File: src/rtl/tfs_pkg.sv
package tfs_pkg;
   // direction encoding of the top coefficient bit
   typedef enum logic {
      TRIM_DOWN = 1'b0,
      TRIM_UP   = 1'b1
   } trim_dir_e;
endpackage

File: src/rtl/tfs_coef_select.sv
module tfs_coef_select #(
   parameter int COEF_W = 3
) (
   input  logic              rate_2m,
   input  logic [COEF_W-1:0] coef_1m,
   input  logic [COEF_W-1:0] coef_2m,
   output logic [COEF_W-1:0] coef_act
);
   generate
      if (COEF_W < 2) begin : g_bad_width
         $error("tfs_coef_select: COEF_W must be at least 2");
      end
   endgenerate

   assign coef_act = rate_2m ? coef_2m : coef_1m;
endmodule

File: src/rtl/tfs_gain_core.sv
module tfs_gain_core
   import tfs_pkg::*;
#(
   parameter int SAMPLE_W   = 8,
   parameter int COEF_W     = 3,
   parameter int FRAC_SHIFT = 4,
   parameter bit SATURATE   = 1'b1
) (
   input  logic signed [SAMPLE_W-1:0] sample,
   input  logic        [COEF_W-1:0]   coef,
   output logic signed [SAMPLE_W-1:0] trimmed
);
   localparam int MAG_W  = COEF_W - 1;
   localparam int PROD_W = SAMPLE_W + MAG_W + 1;
   localparam int SUM_W  = PROD_W + 1;
   localparam logic signed [SUM_W-1:0] HI_LIM =
      {{(SUM_W-SAMPLE_W+1){1'b0}}, {(SAMPLE_W-1){1'b1}}};
   localparam logic signed [SUM_W-1:0] LO_LIM =
      {{(SUM_W-SAMPLE_W+1){1'b1}}, {(SAMPLE_W-1){1'b0}}};

   generate
      if (SAMPLE_W < 2) begin : g_bad_sample
         $error("tfs_gain_core: SAMPLE_W must be at least 2");
      end
      if (COEF_W < 2) begin : g_bad_coef
         $error("tfs_gain_core: COEF_W must be at least 2");
      end
      if (FRAC_SHIFT < 1) begin : g_bad_shift
         $error("tfs_gain_core: FRAC_SHIFT must be at least 1");
      end
   endgenerate

   trim_dir_e                 dir;
   logic signed [MAG_W:0]     mag_s;
   logic signed [PROD_W-1:0]  prod;
   logic signed [PROD_W-1:0]  delta;
   logic signed [SUM_W-1:0]   sum;

   assign dir   = trim_dir_e'(coef[COEF_W-1]);
   assign mag_s = {1'b0, coef[MAG_W-1:0]};
   assign prod  = PROD_W'(sample) * PROD_W'(mag_s);
   assign delta = prod >>> FRAC_SHIFT;
   assign sum   = (dir == TRIM_UP) ? (SUM_W'(sample) + SUM_W'(delta))
                                   : (SUM_W'(sample) - SUM_W'(delta));

   generate
      if (SATURATE) begin : g_clamp
         always_comb begin
            if (sum > HI_LIM)      trimmed = HI_LIM[SAMPLE_W-1:0];
            else if (sum < LO_LIM) trimmed = LO_LIM[SAMPLE_W-1:0];
            else                   trimmed = sum[SAMPLE_W-1:0];
         end
      end else begin : g_wrap
         assign trimmed = sum[SAMPLE_W-1:0];
      end
   endgenerate
endmodule

File: src/rtl/tx_fine_scaler.sv
module tx_fine_scaler #(
   parameter int SAMPLE_W   = 8,
   parameter int COEF_W     = 3,
   parameter int FRAC_SHIFT = 4,
   parameter bit SATURATE   = 1'b1
) (
   input  logic                clk,
   input  logic                rst_n,
   input  logic                in_valid,
   input  logic [SAMPLE_W-1:0] in_sample,
   input  logic                rate_2m,
   input  logic                trim_en,
   input  logic [COEF_W-1:0]   coef_1m,
   input  logic [COEF_W-1:0]   coef_2m,
   input  logic                direct_en,
   input  logic [SAMPLE_W-1:0] direct_value,
   output logic                out_valid,
   output logic [SAMPLE_W-1:0] out_sample
);
   logic [COEF_W-1:0]          coef_act;
   logic signed [SAMPLE_W-1:0] trimmed;
   logic [SAMPLE_W-1:0]        next_sample;

   tfs_coef_select #(.COEF_W(COEF_W)) u_sel (
      .rate_2m  (rate_2m),
      .coef_1m  (coef_1m),
      .coef_2m  (coef_2m),
      .coef_act (coef_act)
   );

   tfs_gain_core #(
      .SAMPLE_W   (SAMPLE_W),
      .COEF_W     (COEF_W),
      .FRAC_SHIFT (FRAC_SHIFT),
      .SATURATE   (SATURATE)
   ) u_core (
      .sample  ($signed(in_sample)),
      .coef    (coef_act),
      .trimmed (trimmed)
   );

   always_comb begin
      if (direct_en)    next_sample = direct_value;
      else if (trim_en) next_sample = trimmed;
      else              next_sample = in_sample;
   end

   always_ff @(posedge clk) begin
      if (!rst_n) begin
         out_valid  <= 1'b0;
         out_sample <= '0;
      end else begin
         out_valid <= in_valid;
         if (in_valid) out_sample <= next_sample;
      end
   end

   AST_VALID_DELAY: assert property (@(posedge clk) disable iff (!rst_n)
      1'b1 |=> (out_valid == $past(in_valid)));

   AST_IDLE_HOLD: assert property (@(posedge clk) disable iff (!rst_n)
      !in_valid |=> $stable(out_sample));

   AST_DIRECT_VALUE: assert property (@(posedge clk) disable iff (!rst_n)
      (in_valid && direct_en) |=> (out_sample == $past(direct_value)));

   AST_BYPASS_UNITY: assert property (@(posedge clk) disable iff (!rst_n)
      (in_valid && !direct_en && !trim_en) |=> (out_sample == $past(in_sample)));

   AST_SHRINK_BOUND: assert property (@(posedge clk) disable iff (!rst_n)
      (in_valid && !direct_en && trim_en && !coef_act[COEF_W-1] && !in_sample[SAMPLE_W-1])
      |=> !out_sample[SAMPLE_W-1]);
endmodule

File: config.mk
export PLATFORM = sky130hd
export DESIGN_NAME = tx_fine_scaler
export DESIGN_NICKNAME = d
export VERILOG_FILES = /design/src/rtl/tfs_pkg.sv /design/src/rtl/tfs_coef_select.sv /design/src/rtl/tfs_gain_core.sv /design/src/rtl/tx_fine_scaler.sv
export SDC_FILE = /design/constraint.sdc
export NUM_CORES = 1
export LEC_CHECK = 0
export BUFFER_PORTS_ARGS = -buffer_cell sky130_fd_sc_hd__buf_2
export CAP_MARGIN = 40
export CELL_PAD_IN_SITES_DETAIL_PLACEMENT = 1
export CELL_PAD_IN_SITES_GLOBAL_PLACEMENT = 2
export CORE_ASPECT_RATIO = 0.9
export CORE_MARGIN = 3
export CORE_UTILIZATION = 31
export CTS_CLUSTER_DIAMETER = 200
export DETAILED_ROUTE_END_ITERATION = 6
export GPL_TIMING_DRIVEN = 0
export PLACE_DENSITY_LB_ADDON = 0.1
export SKIP_CTS_REPAIR_TIMING = 1
export SLEW_MARGIN = 15
export SYNTH_ARGS = -nofsm -noshare
export SYNTH_HDL_FRONTEND = slang
export SYNTH_SLANG_ARGS = --single-unit
File: constraint.sdc
create_clock -name clk -period 6.7 [get_ports clk]
set_input_delay 1.005 -clock clk [delete_from_list [all_inputs] [get_ports clk]]
set_output_delay 1.005 -clock clk [all_outputs]
set_load 0.02 [all_outputs]
==> results of run 1 <==
-- routing by layer --
metal  part of all wire  vias up
li1                   -      922
met1               0.53      847
met2               0.43       34
met3              0.042        2
met4             0.0017        0
met5                  0        -
-- power by group through the flow --
stage	combinational, mW	sequential (mW)	clock, mW
floorplan	0.203	0.0769	0
global placement	0.288	0.0663	0
detailed placement	0.290	0.0665	0
CTS	0.294	0.0655	0.0671
global route	0.337	0.0670	0.0701
finish	0.299	0.0654	0.0644
-- placed cells by master, fill, tap and decap left out, drive strengths merged, types with 7 or more instances in the layout --
cell    count
a21oi       7
dfxtp       9
nor2b       7
a31oi       7
o21ai      21
xor2        7
buf        36
mux2i       7
nand3       7
nor2       23
inv        13
ha         23
clkbuf     10
xnor2      10
nand2      19
-- cell families (layout without fill, tap and decap cells) --
| kind of cell | Yosys count | in the layout | synth area share |
|---|---|---|---|
| AO/OA/AOI/OAI | 71 | 71 | 0.303 |
| XOR/XNOR | 17 | 17 | 0.0870 |
| adder cells (fa/ha/maj) | 24 | 24 | 0.180 |
| buffers and inverters | 20 | 59 | 0.0446 |
| flip-flops | 9 | 9 | 0.105 |
| multiplexers | 8 | 8 | 0.0475 |
| AND/OR/NAND/NOR | 79 | 79 | 0.232 |
-- cell type report --
| class | instances | area share |
|---|---|---|
| sequential | 9 | 0.0868 |
| timing repair buffer | 35 | 0.0856 |
| tap | 67 | 0.0404 |
| buffer | 7 | 0.0133 |
| inverter | 13 | 0.0235 |
| multi-input combinational | 199 | 0.729 |
| clock buffer | 4 | 0.0217 |
-- synth_stat cells (3+ instances only) --
cell type / count
a21oi_1: 7
and2b_1: 3
a21o_1: 4
mux2i_1: 7
nor2_1: 22
a31oi_1: 6
ha_1: 23
inv_1: 13
nand3_1: 7
or3_1: 4
clkbuf_1: 6
and2_1: 3
o21ai_0: 20
o21bai_1: 4
o211ai_1: 3
xor2_1: 7
nor2b_1: 7
xnor2_1: 10
dfxtp_1: 9
nand2_1: 19
-- flip-flops by register name, summed over array words and instances (netlist names) --
register    cells
out_sample      8
out_valid       1
-- critical path: stages --
cell	delay (ns)
buf_2	0.16
mux2i_2	0.31
buf_4	0.21
nor2b_1	0.06
ha_1	0.28
ha_1	0.28
nand3_1	0.13
or4_4	0.60
nand2_1	0.13
xor2_2	0.14
or4_1	0.60
a21boi_0	0.21
a211oi_1	0.08
xor2_1	0.18
ha_1	0.39
o2111ai_1	0.19
a41oi_2	0.26
nor2_1	0.11
xor2_1	0.16
o21ai_1	0.29
nand3_1	0.31
a311oi_1	0.34
-- through the flow --
stage / hold slack (ns) / instances
6_report: 0.543 / 334
5_1_grt: 0.569 / 334
4_1_cts: 0.540 / 334
3_5_place_dp: 0.541 / 330
3_3_place_gp: 0.534 / 329
2_1_floorplan: 0.596 / 228
-- worst paths after layout --
kind | cells past startpoint | end | slack (ns)
setup / recovery | 22 | out_sample[4]$_SDFFE_PN0P_ | 0.41
hold / removal | 2 | out_sample[4]$_SDFFE_PN0P_ | 0.54
setup reg to reg | 4 | out_sample[2]$_SDFFE_PN0P_ | 5.82
hold reg to reg | 2 | out_sample[4]$_SDFFE_PN0P_ | 0.54
==> out/metrics.csv, run 1 <==
stage;metric;value;unit
yosys;area leader, netlist;ha_1;
yosys;ys flop type;dfxtp_1;
route;antenna-violating nets left;0;
route;Iteration-0 DRC Markers;125;
pwr;Total Power;0.428;mW
worst_hold_path;worst hold path class;reg -> reg;
cells_and_area;layout cell share with drive strength beyond 1;0.202;
grt;vias in the first global route;1810;
grt;grt met1 use;0.247;
worst_setup_path;Setup crit end kind;flop;
pwr;PwrDens;206;mW/mm2
timing;Tcrit/Tclk final;0.938;
grt;GRT Max-Usage Layer;met2;
clocking;root buf cell;clkbuf_8;
timing;fin crit period;6.29;ns
floorplan;Initial Utilization;0.324;
pwr;sequential power share;0.153;
worst_setup_path;Crit. Startpoint;rate_2m;
timing;post-route setup slack;0.413;ns
timing;max frequency;159;MHz
grt;Total GRT Usage;0.166;
timing;Slew Limit Fails;0;
grt;met2 usage;0.254;
clocking;cts bufs inserted;3;
pwr;Psw;0.206;mW
placed_design;DP HPWL;4370;um
floorplan;Core Box Area;0.00529;mm2
grt;largest net degree at the start of global routing;11;
cells_and_area;# nets final;320;
yosys;Post-synth EDFFs;0;
cells_and_area;FF+latch area;180;um2
pwr;Sw Ratio;0.482;
run;max_cap viols;0;
pwr;leakage;0.937;nW
yosys;Syn Nets;280;
floorplan;row count;25;
grt;gr ovfl total;0;
timing;clock skew;0;ns
timing;Least-Margin Pin Slew;0.646;ns
yosys;register area share after synthesis;0.105;
yosys;Avg Cell Area, Syn;7.51;um2
placed_design;Placed Area;0.00197;mm2
cells_and_area;Area Growth Syn to Fin;21.3;%
yosys;Yosys reg bits;9;
grt;first-pass GRT wire length;8890;um
timing;Final setup viols;0;
worst_setup_path;crit path max fanout;7;
route;DRT Wirelength;5220;um
worst_setup_path;WS Path Type;in -> reg;
pwr;internal power;0.222;mW
floorplan;Die Area;0.00645;mm2
cells_and_area;Antenna Cells;0;
route;DR DRC count;0;
timing;RSZ-0062 raised after global routing;false;
pwr;Max IR drop VDD;94.4;uV
cells_and_area;FILL cells;655;
cells_and_area;Multi-input gate area;0.00151;mm2
cells_and_area;fin util;0.393;
yosys;Gate Count Post-Synth;228;
worst_setup_path;worst r2r src;out_sample[2]$_SDFFE_PN0P_;
yosys;Synth cell types;55;
clocking;TritonCTS clock tree;done;
yosys;Synth top area share;0.168;
outcome;outcome;complete, no violations;
route;Via Count;1805;
clocking;worst-case clock buffer depth;2;
yosys;synth warn;0;
clocking;clock latency on the worst-skew pair;0.23;ns
worst_setup_path;Critical Path RT;6.84;ns
timing;Final Hold Fails;0;
placed_design;PortBufs;34;
grt;routing usage on met3;0.0324;
grt;initial antenna violation count;0;
clocking;clk slew on worst S/H paths;0.05;ns
pwr;Comb pwr share;0.697;
pwr;Clk pwr share;0.150;
cells_and_area;Finished Cell Area;0.00208;mm2
route;Avg Vias per Cell;5.40;
route;WL/cell;15.6;um
worst_setup_path;Setup crit start kind;input pin;
timing;Fin Setup TNS;0;ns
worst_setup_path;Worst Path Arrival;6.43;ns
clocking;clock sinks;9;
yosys;Netlist Area Pre-Place;0.00171;mm2
floorplan;Die Width;84.3;um
placed_design;Place WS;-0.541;ns
route;drt pass-1 iters;4;
clocking;htree depth;1;
timing;Slew headroom;0.557;
placed_design;routability congestion estimate;0.777;
floorplan;IO Pins;37;
yosys;Async S/R FF share, synth;0;
floorplan;Die Y;76.5;um
yosys;main area contributors after synthesis;ha_1, dfxtp_1, o21ai_0;
worst_hold_path;HP Start;out_sample[4]$_SDFFE_PN0P_;
Power figures use the tool's default switching activity.
==> run 2: changes to the inputs <==
--- a/config.mk
+++ b/config.mk
@@ -5,15 +5,15 @@
 export SDC_FILE = /design/constraint.sdc
 export NUM_CORES = 1
 export LEC_CHECK = 0
-export BUFFER_PORTS_ARGS = -buffer_cell sky130_fd_sc_hd__buf_2
 export CAP_MARGIN = 40
 export CELL_PAD_IN_SITES_DETAIL_PLACEMENT = 1
 export CELL_PAD_IN_SITES_GLOBAL_PLACEMENT = 2
 export CORE_ASPECT_RATIO = 0.9
 export CORE_MARGIN = 3
-export CORE_UTILIZATION = 31
+export CORE_UTILIZATION = 36
 export CTS_CLUSTER_DIAMETER = 200
 export DETAILED_ROUTE_END_ITERATION = 6
+export DONT_BUFFER_PORTS = 1
 export GPL_TIMING_DRIVEN = 0
 export PLACE_DENSITY_LB_ADDON = 0.1
 export SKIP_CTS_REPAIR_TIMING = 1
==> run 2 against run 1 <==
Compared with the run above:
- flip-flop and latch count stayed put
- die area decreased by 13%
- setup slack improved by 0.072 ns
- routed wire length shrank 0.73%
- critical path type unchanged
- critical endpoint is now out_sample[6]$_SDFFE_PN0P_
- highest routed layer is now met3
==> out/metrics.csv, run 2 (synthesis gave the netlist of run 1 again) <==
stage;metric;value;unit
timing;Slew headroom;0.536;
worst_setup_path;Slowest Stage Delay on Critical Path;0.59;ns
timing;Fin Setup TNS;0;ns
clocking;clock sinks;9;
worst_setup_path;Critical Path RT;6.84;ns
cells_and_area;max reg flops;8;
cells_and_area;post-route insts no fill;294;
worst_hold_path;worst hold path class;reg -> reg;
clocking;clk slew on worst S/H paths;0.05;ns
clocking;TritonCTS clock tree;done;
route;Via Count;1736;
timing;Tcrit/Tclk final;0.928;
route;Iteration-0 DRC Markers;94;
route;DR DRC count;0;
cells_and_area;Largest regs;out_sample x8, out_valid x1;
route;drt pass-1 iters;4;
grt;largest net degree at the start of global routing;11;
worst_setup_path;Worst Path Arrival;6.35;ns
route;met2 routed WL;2430;um
timing;Slew Limit Fails;0;
cells_and_area;Biggest register;out_sample;
cells_and_area;Area Growth Syn to Fin;9.72;%
floorplan;Initial Utilization;0.379;
floorplan;IO Pins;37;
placed_design;PortBufs;0;
cells_and_area;fin util;0.416;
clocking;root buf cell;clkbuf_8;
timing;clock skew;0;ns
worst_setup_path;Setup crit start kind;input pin;
clocking;clock latency on the worst-skew pair;0.24;ns
route;max layer used;met3;
placed_design;dpl cells;290;
route;Avg Vias per Cell;5.90;
cells_and_area;leading cell type in the layout, fill and taps excluded;ha_1;
outcome;outcome;complete, no violations;
grt;first-pass GRT wire length;8640;um
route;WL/cell;17.6;um
grt;gr ovfl total;0;
worst_setup_path;crit path cell chain;mux2i_4, and2b_1, ha_1, ha_1, a21o_1, a21oi_2, nand2_1, xor2_2, or4_1, a21boi_0, a211oi_1, xor2_1, ha_1, o2111ai_1, a41oi_1, nor2_1, xor2_1, o21ai_1, nand3_1, a311oi_1;
grt;Total GRT Usage;0.189;
clocking;cts bufs inserted;3;
run;max_cap viols;0;
timing;fin crit period;6.22;ns
worst_setup_path;cell mode on critical path;ha_1;
pwr;Max IR drop VDD;78.5;uV
worst_setup_path;CP delay by family, top;compound AO/OA/AOI/OAI gates;
cells_and_area;Antenna Cells;0;
clocking;worst-case clock buffer depth;2;
route;antenna-violating nets left;0;
floorplan;Die Y;71.4;um
pwr;leakage;0.787;nW
cells_and_area;# nets final;285;
clocking;htree depth;1;
pwr;PwrDens;217;mW/mm2
worst_setup_path;WS Path Type;in -> reg;
timing;Final Hold Fails;0;
floorplan;Die Area;0.00562;mm2
floorplan;Die Width;78.7;um
placed_design;Placed Area;0.00179;mm2
placed_design;DP HPWL;4380;um
route;DR WL met3;277;um
grt;initial antenna violation count;0;
worst_setup_path;slowest CP cell;or4_1;
worst_setup_path;crit path max fanout;9;
grt;vias in the first global route;1809;
route;wl on met1;2480;um
cells_and_area;layout cell share with drive strength beyond 1;0.0733;
timing;Final setup viols;0;
route;DRT Wirelength;5180;um
worst_setup_path;Setup crit end kind;flop;
floorplan;Core Box Area;0.00452;mm2
worst_setup_path;Buf+Inv Stages, Crit Path;0;
cells_and_area;Finished Cell Area;0.00188;mm2
timing;Least-Margin Pin Slew;0.676;ns
cells_and_area;commonest non-fill, non-tap cells in the layout;ha_1, nor2_1, o21ai_0, nand2_1, inv_1;
timing;max frequency;161;MHz
floorplan;row count;23;
timing;RSZ-0062 raised after global routing;false;
placed_design;routability congestion estimate;0.905;
## run 2: final timing paths
check,cells past startpoint,slack (ns),end,start
worst max-delay path,20,0.48,out_sample[6]$_SDFFE_PN0P_,rate_2m
worst min-delay path,2,0.65,out_sample[4]$_SDFFE_PN0P_,out_sample[4]$_SDFFE_PN0P_
worst max register to register,4,5.54,out_sample[2]$_SDFFE_PN0P_,out_sample[2]$_SDFFE_PN0P_
worst min register to register,2,0.65,out_sample[4]$_SDFFE_PN0P_,out_sample[4]$_SDFFE_PN0P_
## run 2: final cells by class
cell class              instances  area, um2
plain buffers                   7       27.5
well taps                      62       77.6
multi-input cells             199       1500
inverters                      13       48.8
fillers                       571       2640
flip-flops and latches          9        180
clock buffers                   4       45.0
## run 2: worst reg2reg max path, stage by stage, from the launching register on
cell,delay [ns]
dfxtp_1,0.46
mux2i_1,0.11
nor2b_1,0.18
o21ai_0,0.14
o21ai_0,0.19
## run 2: metal layers
layer  GRT usage  up-vias
li1            -      852
met1       0.266      843
met2       0.311       41
met3      0.0402        0
met4      0.0136        0
met5           0        -
## run 2: through the flow
step | hold WS [ns] | setup WS, ns | total power [mW]
final | 0.654 | 0.485 | 0.408
after global routing | 0.682 | 0.112 | 0.450
after CTS | 0.657 | -0.0919 | 0.407
after detailed placement | 0.650 | -0.308 | 0.340
after global placement | 0.633 | -0.127 | 0.331
after floorplan | 0.596 | 0.715 | 0.280
## run 2: power by group
part	internal (mW)	switching [mW]	leakage, nW
sequential	0.0621	0.0155	0.0747
combinational	0.106	0.158	0.690
clock	0.0417	0.0235	0.0228
total	0.210	0.198	0.787
==> run 3: changes to the inputs <==
--- a/config.mk
+++ b/config.mk
@@ -10,7 +10,7 @@
 export CELL_PAD_IN_SITES_GLOBAL_PLACEMENT = 2
 export CORE_ASPECT_RATIO = 0.9
 export CORE_MARGIN = 3
-export CORE_UTILIZATION = 36
+export CORE_UTILIZATION = 33
 export CTS_CLUSTER_DIAMETER = 200
 export DETAILED_ROUTE_END_ITERATION = 6
 export DONT_BUFFER_PORTS = 1
==> constraint.sdc (replaced) <==
create_clock -name clk -period 5.06 [get_ports clk]
set_input_delay 0.759 -clock clk [delete_from_list [all_inputs] [get_ports clk]]
set_output_delay 0.759 -clock clk [all_outputs]
set_load 0.02 [all_outputs]
==> run 3 against run 2 <==
Compared with the run above:
- the run now ends with setup timing left
- via count is 6.8% higher
- final cell count increased by 7.5%
- setup slack worse by 0.84 ns
- combinational power rose by 99%
- power increased by 76%
- critical path type unchanged
- critical endpoint is now out_sample[4]$_SDFFE_PN0P_
==> out/metrics.csv, run 3 (synthesis gave the netlist of run 1 again) <==
stage;metric;value;unit
cells_and_area;max reg flops;8;
route;Via Count;1854;
cells_and_area;Largest regs;out_sample x8, out_valid x1;
route;drt pass-1 iters;4;
pwr;leakage;0.948;nW
grt;vias in the first global route;1796;
cells_and_area;FF+latch area;180;um2
grt;first-pass GRT wire length;8830;um
placed_design;DP HPWL;4570;um
worst_setup_path;Worst Path Arrival;5.52;ns
floorplan;Initial Utilization;0.348;
pwr;PwrDens;296;mW/mm2
clocking;worst-case clock buffer depth;2;
worst_setup_path;worst r2r src;out_sample[2]$_SDFFE_PN0P_;
route;WL/cell;19.9;um
route;DRT Wirelength;6280;um
clocking;clk slew on worst S/H paths;0.05;ns
clocking;htree depth;1;
cells_and_area;Biggest register;out_sample;
outcome;failing checks;setup timing;
timing;max frequency;185;MHz
worst_hold_path;hold path cells;2;
route;DR DRC count;0;
clocking;clock sinks;9;
floorplan;IO Pins;37;
run;max_cap viols;0;
pwr;Max IR drop VDD;162;uV
cells_and_area;layout cell share with drive strength beyond 1;0.335;
worst_setup_path;crit path max fanout;7;
route;antenna-violating nets left;0;
grt;Total GRT Usage;0.186;
timing;clock skew;0;ns
placed_design;PortBufs;0;
cells_and_area;Multi-input gate area;0.00190;mm2
placed_design;dpl cells;293;
worst_setup_path;Critical Path RT;5.17;ns
timing;RSZ-0062 raised after global routing;true;
cells_and_area;post-route insts no fill;316;
worst_hold_path;HP Start;out_sample[4]$_SDFFE_PN0P_;
cells_and_area;Area Growth Syn to Fin;41.7;%
worst_setup_path;WS Path Type;in -> reg;
cells_and_area;leading cell type in the layout, fill and taps excluded;nor2_1;
timing;Least-Margin Pin Slew;0.875;ns
placed_design;routability congestion estimate;0.850;
timing;post-route setup slack;-0.350;ns
route;Iteration-0 DRC Markers;74;
clocking;TritonCTS clock tree;done;
clocking;clock latency on the worst-skew pair;0.24;ns
timing;Final setup viols;8;
cells_and_area;FILL cells;579;
worst_hold_path;worst hold path class;reg -> reg;
timing;Final Hold Fails;0;
cells_and_area;Antenna Cells;0;
grt;initial antenna violation count;0;
cells_and_area;# nets final;304;
route;Avg Vias per Cell;5.87;
grt;met2 usage;0.301;
grt;largest net degree at the start of global routing;11;
grt;routing usage on met3;0.0194;
worst_setup_path;reg-to-reg endpoint;out_sample[2]$_SDFFE_PN0P_;
worst_setup_path;Setup crit start kind;input pin;
worst_setup_path;Setup crit end kind;flop;
grt;gr ovfl total;0;
clocking;cts bufs inserted;3;
outcome;outcome;finished with violations;
worst_setup_path;cells on worst reg2reg path;4;
clocking;root buf cell;clkbuf_8;
floorplan;Die Width;81.9;um
timing;Slew headroom;0.400;
floorplan;Core Box Area;0.00492;mm2
floorplan;row count;24;
worst_setup_path;setup slack, reg-to-reg;4.02;ns
grt;GRT Max-Usage Layer;met2;
worst_hold_path;sink of the worst hold path;out_sample[4]$_SDFFE_PN0P_;
timing;fin crit period;5.41;ns
floorplan;Die Y;74.3;um
grt;grt met1 use;0.266;
floorplan;Die Area;0.00609;mm2
timing;Fin Setup TNS;-2.17;ns
cells_and_area;commonest non-fill, non-tap cells in the layout;nor2_1, nand2_1, buf_4, ha_1, inv_1;
timing;Tcrit/Tclk final;1.07;
timing;Slew Limit Fails;0;
[run 3: cell count changes in the layout (fill, tap and decap cells not counted), moves of 4 or more]
cell / delta
ha_2: +4
o21ai_1: +5
ha_1: -9
o21ai_0: -9
nand3_1: -4
ha_4: +5
o21ai_2: +4
buf_4: +17
[run 3: through the flow]
stage / hold WS (ns) / utilization / setup WS (ns) / area, um2 / power, mW
4_1_cts: 0.659 / 0.400 / -0.658 / 1970 / 0.570
3_5_place_dp: 0.654 / 0.391 / -0.856 / 1930 / 0.478
3_3_place_gp: 0.624 / 0.391 / -0.701 / 1930 / 0.467
6_report: 0.665 / 0.493 / -0.350 / 2430 / 0.717
2_1_floorplan: 0.596 / - / -0.133 / 1850 / 0.396
5_1_grt: 0.710 / 0.493 / -0.520 / 2430 / 0.768
[run 3: layout make-up]
cell class                      count  share of cell area
Buffer                              7              0.0144
Clock buffer                        4              0.0186
Inverter                           13              0.0201
Multi-Input combinational cell    200               0.782
Sequential cell                     9              0.0743
Tap cell                           65              0.0335
Timing Repair Buffer               18              0.0572
[run 3: power breakdown]
| group | switching, mW | internal, mW | total (mW) |
|---|---|---|---|
| registers | 0.0205 | 0.0822 | 0.103 |
| logic | 0.292 | 0.234 | 0.527 |
| clock network | 0.0324 | 0.0553 | 0.0877 |
| total | 0.345 | 0.372 | 0.717 |
[run 3: critical path, stage by stage]
cell       delay, ns
mux2i_4         0.33
nor2b_1         0.09
ha_1            0.34
ha_4            0.29
nand3_4         0.10
o41ai_4         0.33
a21oi_2         0.13
xnor2_2         0.26
inv_1           0.11
ha_1            0.22
o21ai_1         0.18
o21ai_0         0.15
xnor2_1         0.22
ha_2            0.40
o2111ai_4       0.15
a41oi_4         0.32
o21ai_1         0.12
nor3b_2         0.16
a221o_2         0.45
o31ai_4         0.31
a311oi_1        0.07
[run 3: worst max-delay path by stage]
stage | from | endpoint | slack, ns | cells past startpoint
2_1_floorplan | rate_2m | out_sample[7]$_SDFFE_PN0P_ | -0.13 | 21
3_3_place_gp | rate_2m | out_sample[7]$_SDFFE_PN0P_ | -0.70 | 23
3_5_place_dp | rate_2m | out_sample[6]$_SDFFE_PN0P_ | -0.86 | 22
4_1_cts | rate_2m | out_sample[6]$_SDFFE_PN0P_ | -0.66 | 21
5_1_grt | rate_2m | out_sample[4]$_SDFFE_PN0P_ | -0.52 | 21
6_report | rate_2m | out_sample[4]$_SDFFE_PN0P_ | -0.35 | 21
[run 3: metal layers]
layer,wire length (um),part of all wire
met5,0,0
met4,81,0.013
met3,265,0.042
met2,3010,0.48
met1,2910,0.46
